==> config.mk <==
export PLATFORM = sky130hd
export DESIGN_NAME = i2c_reg_write_target
export DESIGN_NICKNAME = d
export VERILOG_FILES = /design/src/rtl/i2c_reg_write_target.sv
export SDC_FILE = /design/constraint.sdc
export NUM_CORES = 1
export LEC_CHECK = 0
export BUFFER_PORTS_ARGS = -buffer_cell sky130_fd_sc_hd__buf_2
export CAP_MARGIN = 20
export CORE_MARGIN = 4
export CORE_UTILIZATION = 50
export CTS_CLUSTER_SIZE = 14
export DETAILED_ROUTE_END_ITERATION = 16
export PLACE_DENSITY = 0.85
export SLEW_MARGIN = 30
export SYNTH_ARGS = -nofsm -noshare
export SYNTH_HDL_FRONTEND = slang
export SYNTH_SLANG_ARGS = --single-unit
==> constraint.sdc <==
create_clock -name clk -period 1.3 [get_ports clk]
set_input_delay 0.13 -clock clk [delete_from_list [all_inputs] [get_ports clk]]
set_output_delay 0.13 -clock clk [all_outputs]
set_load 0.005 [all_outputs]
==> src/rtl/i2c_reg_write_target.sv <==
module i2c_reg_write_target #(
  parameter logic [6:0] DEV_ADDR = 7'h36
) (
  input  logic       clk,
  input  logic       rst_n,
  input  logic       scl_i,
  input  logic       sda_i,
  output logic       sda_pull_o,
  output logic       bus_busy_o,
  output logic       wr_en_o,
  output logic [7:0] wr_addr_o,
  output logic [7:0] wr_data_o
);

  typedef enum logic [2:0] {S_IDLE, S_DEV, S_REG, S_DATA, S_SKIP} st_t;

  logic [1:0] scl_sync, sda_sync;
  logic       scl_q, sda_q;
  st_t        state;
  logic [3:0] bit_cnt;
  logic [7:0] shreg;

  wire scl      = scl_sync[1];
  wire sda      = sda_sync[1];
  wire scl_rise = scl & ~scl_q;
  wire scl_fall = ~scl & scl_q;
  wire start_c  = scl & scl_q & sda_q & ~sda;
  wire stop_c   = scl & scl_q & ~sda_q & sda;
  wire addr_ok  = (shreg[7:1] == DEV_ADDR) && !shreg[0];
  wire active   = (state == S_DEV) || (state == S_REG) || (state == S_DATA);

  always_ff @(posedge clk) begin
    if (!rst_n) begin
      scl_sync   <= 2'b11;
      sda_sync   <= 2'b11;
      scl_q      <= 1'b1;
      sda_q      <= 1'b1;
      state      <= S_IDLE;
      bit_cnt    <= '0;
      shreg      <= '0;
      sda_pull_o <= 1'b0;
      bus_busy_o <= 1'b0;
      wr_en_o    <= 1'b0;
      wr_addr_o  <= '0;
      wr_data_o  <= '0;
    end else begin
      scl_sync <= {scl_sync[0], scl_i};
      sda_sync <= {sda_sync[0], sda_i};
      scl_q    <= scl;
      sda_q    <= sda;
      wr_en_o  <= 1'b0;
      if (start_c) begin
        state      <= S_DEV;
        bit_cnt    <= '0;
        sda_pull_o <= 1'b0;
        bus_busy_o <= 1'b1;
      end else if (stop_c) begin
        state      <= S_IDLE;
        bit_cnt    <= '0;
        sda_pull_o <= 1'b0;
        bus_busy_o <= 1'b0;
      end else if (active) begin
        if (scl_rise && bit_cnt < 4'd8) begin
          shreg   <= {shreg[6:0], sda};
          bit_cnt <= bit_cnt + 4'd1;
        end else if (scl_fall && sda_pull_o) begin
          sda_pull_o <= 1'b0;
          bit_cnt    <= '0;
          case (state)
            S_DEV:   state <= S_REG;
            S_REG:   state <= S_DATA;
            default: begin
              state   <= S_SKIP;
              wr_en_o <= 1'b1;
            end
          endcase
        end else if (scl_fall && bit_cnt == 4'd8) begin
          if (state == S_DEV && !addr_ok) state <= S_SKIP;
          else sda_pull_o <= 1'b1;
          if (state == S_REG)  wr_addr_o <= shreg;
          if (state == S_DATA) wr_data_o <= shreg;
        end
      end
    end
  end


  wr_single_chk: assert property (@(posedge clk) disable iff (!rst_n)
    wr_en_o |=> !wr_en_o);


  start_rearm_chk: assert property (@(posedge clk) disable iff (!rst_n)
    start_c |=> (state == S_DEV && bus_busy_o && !sda_pull_o));


  stop_release_chk: assert property (@(posedge clk) disable iff (!rst_n)
    stop_c |=> (state == S_IDLE && !bus_busy_o && !sda_pull_o));


  ack_on_low_chk: assert property (@(posedge clk) disable iff (!rst_n)
    $rose(sda_pull_o) |-> !scl_q);


  nack_bad_addr_chk: assert property (@(posedge clk) disable iff (!rst_n)
    (state == S_DEV && scl_fall && bit_cnt == 4'd8 && !sda_pull_o && !addr_ok)
      |=> (!sda_pull_o && state == S_SKIP));

endmodule

# Yosys cells after proc, flatten, opt, wreduce, memory -nomap -nowiden
# Cells that the tools add are included.
dict set report word_totals {
  ff_bits 40
  input_bits 4
  output_inout_bits 19
  word_cells 81
}
dict set report op_classes {
  n_addsub 1
  order_cmp 1
  eq_ne 7
  muxes 16
  bitwise_logic 17
  reduce_logical 26
}
# op count
set op_table {}
lappend op_table {{$reduce_and A4 Y1} 4}
lappend op_table {{$reduce_and A7 Y1} 2}
lappend op_table {{$mux W1} 10}
lappend op_table {{$not A1 Y1} 10}
lappend op_table {{$mux W3} 3}
lappend op_table {{$mux W4} 2}
lappend op_table {{$reduce_bool A2 Y1} 4}
lappend op_table {{$reduce_bool A4 Y1} 2}
lappend op_table {{$and A1 B1 Y1} 7}
lappend op_table {{$eq A7 B6 Y1 const B} 1}
lappend op_table {{$eq A3 B2 Y1 const B} 2}
lappend op_table {{$pmux W3 S2} 1}
lappend op_table {{$reduce_or A6 Y1} 1}
lappend op_table {{$logic_and A1 B1 Y1} 5}
lappend op_table {{$add A4 B1 Y4 const B} 1}
lappend op_table {{$eq A4 B4 Y1 const B} 1}
lappend op_table {{$lt A4 B4 Y1 const B} 1}
lappend op_table {{$eq A3 B1 Y1 const B} 1}
lappend op_table {{$ne A3 B3 Y1 const B} 1}
lappend op_table {{$reduce_bool A3 Y1} 1}
lappend op_table {{$reduce_or A3 Y1} 1}
lappend op_table {{$logic_not A1 Y1} 2}
lappend op_table {{$logic_or A1 B1 Y1} 2}
lappend op_table {{$ne A2 B2 Y1 const B} 1}
lappend op_table {{other kinds (2)} 2}

# Logic depth before layout (Yosys ltp)
# Gate-level depths: netlist (run 1).
dict set report logic_depth {
  depth_word 11
  ltp_mapped 5
  ltp_nobuf 5
}

# Worst setup path before layout (run 1)
# OpenSTA, ideal clock, no wires.
dict set report synth_path {
  path_type {register to register}
  startpoint {register scl_sync[1]}
  endpoint {register wr_data_o[0]}
  setup_time_ns 0.122
  arrival_ns 1.092
  required_ns 1.178
  path_slack_ns 0.086
  path_stages_with_launch 5
  path_buffers 0
  period_less_slack_ns 1.214
  cell_sequence {dfxtp_1 > and2b_1 > and4_4 > nand3_4 > mux2i_1}
}
dict set report synth_between {
  elab_chain_cells 5
  word_cells_on_any_way 16
  cone_classes {bitwise (12); reduce/logical (4)}
}
# element line
set synth_lines {}
lappend synth_lines {{start, declared} 17} ;# logic [1:0] scl_sync, sda_sync;
lappend synth_lines {{start signal, assigned} 47} ;# scl_sync <= {scl_sync[0], scl_i};
lappend synth_lines {{$and A1 B1 Y1 / $not A1 Y1 (equally long branches)} {27, 28, 26}}
lappend synth_lines {{$and A1 B1 Y1, on equally long branches} {28, 26, 27}}
lappend synth_lines {{$and A1 B1 Y1 (tied with other cells)} 28} ;# wire stop_c = scl & scl_q & ~sda_q & sda;
lappend synth_lines {{$not A1 Y1 (no source line)} --}
lappend synth_lines {{$reduce_and A7 Y1 (no source line) *} --}
lappend synth_lines {{end signal, assigned} 81} ;# if (state == S_DATA) wr_data_o <= shreg;
lappend synth_lines {{end, declared} 12} ;# output logic [7:0] wr_data_o
# Every way passes the cells marked *; elsewhere a longest branch is shown, timed or not.
# A chain may end at the register's enable or synchronous reset.

# Worst setup path after layout (run 1)
dict set report layout_path {
  startpoint {register scl_sync[1]}
  endpoint {register wr_data_o[5]}
}
# Same word-level chain as after synthesis.

==> impl_metrics.toml, run 1 <==
[outcome]
status = "finished, final reports clean"

[route]
routed_wl_um = 3280
ant_nets = 0
drtPass1Iterations = 4
via_count = 1341
drcViolationCount = 0
wl_per_cell_um = 12.4
via_per_inst = 5.08
drt_iter0_drc = 55

[clock_network]
path_clk_slew_ns = 0.12
clockBufferDepth = 2
cts_tree = "done"
numCtsBuffers = 5
root_buffer = "clkbuf_4"
clock-sinks = 40
htreeDepth = 2
clock_latency_ns = 0.35

[timing]
period_share = 0.961
worstMarginPinSlew_ns = 0.267
relSlewSlack = 0.820
period_minus_slack_ns = 1.25
rsz0062_at_grt = "yes"
drv_slew = 0
fmax_mhz = 800
finalHoldViolCount = 0
finalSetupViolCount = 0
fin_ws_ns = 0.0507
skew_ns = 0.0106

[synth]
syn-num-nets = 182
synth_edf_count = 0
avgSynthCellArea_um2 = 9.39
async_flop_share = 0
ys_types = 38
syn_inst = 176
synth_flop_cell = "dfxtp_1"
synth_area_um2 = 1650
seq_area_frac_synth = 0.484
ys_warn_count = 0
synth-seq-cells = 40

[critical_path]
reg2regPathDepth = 4
end_kind = "flop"
cp.arrival_ns = 1.50
crit_type = "flop to flop"
r2r_setup_slack_ns = 0.05
crit_required_ns = 1.55
rr_startpoint = "scl_sync[1]$_SDFF_PN1_"
crit_start = "scl_sync[1]$_SDFF_PN1_"
worstPathMaxFanout = 8
endpoint = "wr_data_o[5]$_SDFFE_PN0P_"
start_kind = "flop"
reg2reg_to = "wr_data_o[5]$_SDFFE_PN0P_"

[final_layout]
multi_input_area_um2 = 872
drive_above_1_share = 0.341
num_antenna_cells = 0
instances_no_fill = 264
mostFrequentLayoutCell = "nand2_1"
fin_nets = 225
nFillCells = 245
seqCellArea_um2 = 817
syn_to_final_growth_pct = 26.9
layout_common_cells = "nand2_1, dfxtp_1, buf_2"
final_util = 0.676

[die]
start_util = 0.533
coreArea_um2 = 3100
die_area_um2 = 4290
die_h_um = 65.5
die_width_um = 65.5
num_rows = 20
ios = 23

[hold_path]
hold_path_class = "input port to flop"
holdCritStartpoint = "rst_n"

[flow_run]
maxCapViolations = 0

[power]
power.leakage_nw = 0.939
ir_drop_mv = 0.528
power.density_nw_per_um2 = 1040

[global_route]
grt_pass1_vias = 1234
grt_max_degree = 22
track_usage = 0.166
grt_overflow = 0
antenna_found_initial = 0
grt_pass1_wl_um = 5450

[placed_design]
dp_cells = 250
place_congestion = 0.863
portBuffers = 22
hpwl_um = 2270
post-place-ws_ns = -0.0267
## worst min-delay path by stage
stage / to / slack (ns) / cells past startpoint
final: state[0]$_SDFFE_PN0P_ / 0.12 / 3
after global routing: state[0]$_SDFFE_PN0P_ / 0.12 / 3
after global placement: scl_sync[0]$_SDFF_PN1_ / 0.31 / 2
after detailed placement: sda_sync[0]$_SDFF_PN1_ / 0.31 / 2
after floorplan: scl_sync[0]$_SDFF_PN1_ / 0.23 / 1
after CTS: state[0]$_SDFFE_PN0P_ / 0.1 / 3
## cells by family (layout without fill, tap and decap cells)
group	count (synthesis)	in the layout	synth area share
flops	40	40	0.484
simple gates	79	79	0.249
fa+ha+maj	2	2	0.0151
xor+xnor	2	2	0.0106
compound gates	27	27	0.115
buf+inv	9	53	0.0227
mux	17	17	0.103
## critical path: stages, from the launching register on
cell and delay [ns]:
dfxtp_2 0.35, and2b_2 0.24, and4_4 0.25, nand3_4 0.16, mux2i_1 0.15
## stage by stage
stage	instance area (um2)	TNS [ns]	power, mW	hold WS [ns]
floorplan	1650	0	1.32	0.231
global placement	1890	0	1.36	0.309
detailed placement	1890	-0.0288	1.36	0.314
CTS	2000	0	2.18	0.0969
global route	2100	-0.0530	2.25	0.117
finish	2100	0	2.18	0.117
## layer usage
layer | up-vias | wire [um] | GRT usage
met3 | 6 | 176 | 0.0581
met5 | - | 0 | 0
met2 | 32 | 1530 | 0.271
li1 | 688 | - | -
met1 | 615 | 1490 | 0.199
met4 | 0 | 71 | 0.0622
## cell usage after synthesis, types with 2 or more instances
cell type | n | area [um2]
a21boi_1 | 8 | 60.1
xnor2_1 | 2 | 17.5
nand2b_1 | 6 | 37.5
mux2i_1 | 17 | 170
o21ai_0 | 5 | 25.0
nand4bb_1 | 2 | 22.5
a31oi_1 | 2 | 12.5
nand2_1 | 48 | 180
clkbuf_1 | 4 | 15.0
ha_1 | 2 | 25.0
nor2b_1 | 2 | 12.5
dfxtp_1 | 40 | 801
and2_1 | 2 | 12.5
inv_1 | 4 | 15.0
nor3b_2 | 2 | 25.0
a21oi_1 | 3 | 15.0
nand3_1 | 2 | 10.0
nor2_1 | 5 | 18.8
## cell type report
| cell class | instances | area share |
|---|---|---|
| Sequential cell | 40 | 0.390 |
| Inverter | 4 | 0.00716 |
| Multi-Input combinational cell | 127 | 0.416 |
| Tap cell | 44 | 0.0263 |
| Clock inverter | 3 | 0.0203 |
| Timing Repair Buffer | 41 | 0.123 |
| Clock buffer | 5 | 0.0179 |
## repair_timing
item                                    CTS  global route
hold buffers                              2             0
endpoints found under the setup margin   19            26
endpoints found under the hold margin     2             0
setup buffers                             0             4
pin swaps                                 1             4
gates resized for setup                   3            23
## state kept, by name, summed over array words and instances (netlist names)
register and count:
bit_cnt 4, bus_busy_o 1, scl_q 1, scl_sync 2, sda_pull_o 1, sda_q 1, sda_sync 2, shreg 8
state 3, wr_addr_o 8, wr_data_o 8, wr_en_o 1
## power by group
part	internal [mW]	switching (mW)	total [mW]
clock	0.401	0.429	0.830
combinational	0.0509	0.0522	0.103
sequential	1.23	0.00938	1.24
total	1.68	0.490	2.18
(Power assumes the default switching activity.)
==> inputs of run 2 (changes only) <==
CORE_UTILIZATION = 55   (was 50)
PLACE_DENSITY = 0.88   (was 0.85)
clock period = 1.35 ns   (was 1.3 ns; I/O delays follow)
==> impl_metrics.toml, run 2 (synthesized netlist as in run 1, its figures left out) <==
[final_layout]
num_antenna_cells = 0
mostFrequentLayoutCell = "nand2_1"
syn_to_final_growth_pct = 18.3
drive_above_1_share = 0.262
instances_no_fill = 241
fin_nets = 216
reg.largest.list = "shreg (8), wr_addr_o (8), wr_data_o (8)"
layout_common_cells = "nand2_1, dfxtp_1, buf_2"

[route]
via_per_inst = 5.50
via_count = 1326
ant_nets = 0
drtPass1Iterations = 4
routed_wl_um = 3250
drt_iter0_drc = 39
drcViolationCount = 0
wl_per_cell_um = 13.5

[timing]
period_minus_slack_ns = 1.27
skew_ns = 0.00640
period_share = 0.944
drv_slew = 0
hold_ws_ns = 0.0400
fmax_mhz = 785
worstMarginPinSlew_ns = 0.381
finalHoldViolCount = 0
finalSetupViolCount = 0
fin_setup_tns_ns = 0
relSlewSlack = 0.746

[clock_network]
clockBufferDepth = 2
htreeDepth = 2
path_clk_slew_ns = 0.12
cts_setup_buffers = 0
root_buffer = "clkbuf_4"
cts_tree = "done"
numCtsBuffers = 5
clock_latency_ns = 0.35
clock-sinks = 40

[critical_path]
critical-path-top-delay-family = "simple AND/OR/NAND/NOR gates"
path_buf_inv = 1
start_kind = "flop"
cp.arrival_ns = 1.52
cp_slowest_cell = "dfxtp_2"
crit_type = "flop to flop"
crit_chain = "inv_1, ha_4, and4_4, nand3_4, mux2i_1"
end_kind = "flop"
max_stage_delay_ns = 0.35
worstPathMaxFanout = 8
crit_required_ns = 1.60

[power]
power.density_nw_per_um2 = 946
power.leakage_nw = 0.874
ir_drop_mv = 0.735
totalPowerFinal_mw = 1.85

[die]
start_util = 0.589
die_h_um = 62.8
num_rows = 19
die_width_um = 62.8
ios = 23
die_area_um2 = 3950
coreArea_um2 = 2810

[placed_design]
hpwl_um = 2370
place_congestion = 0.926
dp_cells = 232
portBuffers = 22

[global_route]
grt_pass1_vias = 1321
grt_max_degree = 21
track_usage = 0.176
antenna_found_initial = 0
grt_pass1_wl_um = 5550
grt_overflow = 0

[outcome]
status = "finished, final reports clean"

[hold_path]
hold_path_class = "input port to flop"

[flow_run]
maxCapViolations = 0
==> run 2: cell types whose count changed in the layout (fill, tap and decap cells not counted), sizes merged <==
cell    previous run  this run
bufinv             1         0
buf               39        30
==> run 2: what timing repair did <==
item / CTS / global route
endpoints found under the hold margin: 2 / 0
gates resized for setup: 0 / 11
endpoints found under the setup margin: 0 / 23
hold buffers: 2 / 0
==> run 2: area by class of cell <==
cell class              count  area [um2]
fillers                   223         850
multi-input cells         127         842
flip-flops and latches     40         807
repair buffers             32         203
well taps                  31        38.8
clock buffers               5        37.5
inverters                   4        15.0
clock inverters             2        12.5
==> run 2: worst paths after layout <==
kind	endpoint	slack, ns	cells after the start	from
max	wr_data_o[1]$_SDFFE_PN0P_	0.08	5	bit_cnt[0]$_SDFFE_PP0P_
min	scl_q$_SDFF_PN1_	0.04	2	rst_n
max reg2reg	wr_data_o[1]$_SDFFE_PN0P_	0.08	5	bit_cnt[0]$_SDFFE_PP0P_
min reg2reg	scl_sync[1]$_SDFF_PN1_	0.42	1	scl_sync[0]$_SDFF_PN1_
==> run 2: metrics by stage <==
stage                util  area, um2  setup WS (ns)
finish              0.697       1960         0.0753
global route        0.697       1960       -0.00852
CTS                 0.685       1920         0.0278
detailed placement  0.660       1850         0.0401
global placement    0.660       1850         0.0944
floorplan               -       1650          0.136
==> run 2: per-layer routing <==
| layer | vias up | global-route usage | wire, um |
|---|---|---|---|
| met4 | 0 | 0.0909 | 64 |
| met3 | 9 | 0.0486 | 135 |
| met5 | - | 0 | 0 |
| met2 | 30 | 0.312 | 1550 |
| met1 | 624 | 0.191 | 1500 |
| li1 | 663 | - | - |
==> run 2: where the power goes <==
| group | internal, mW | leakage, nW | total [mW] | switching [mW] |
|---|---|---|---|---|
| registers | 1.19 | 0.324 | 1.20 | 0.00939 |
| logic | 0.0363 | 0.522 | 0.0804 | 0.0441 |
| clock network | 0.190 | 0.0271 | 0.570 | 0.380 |
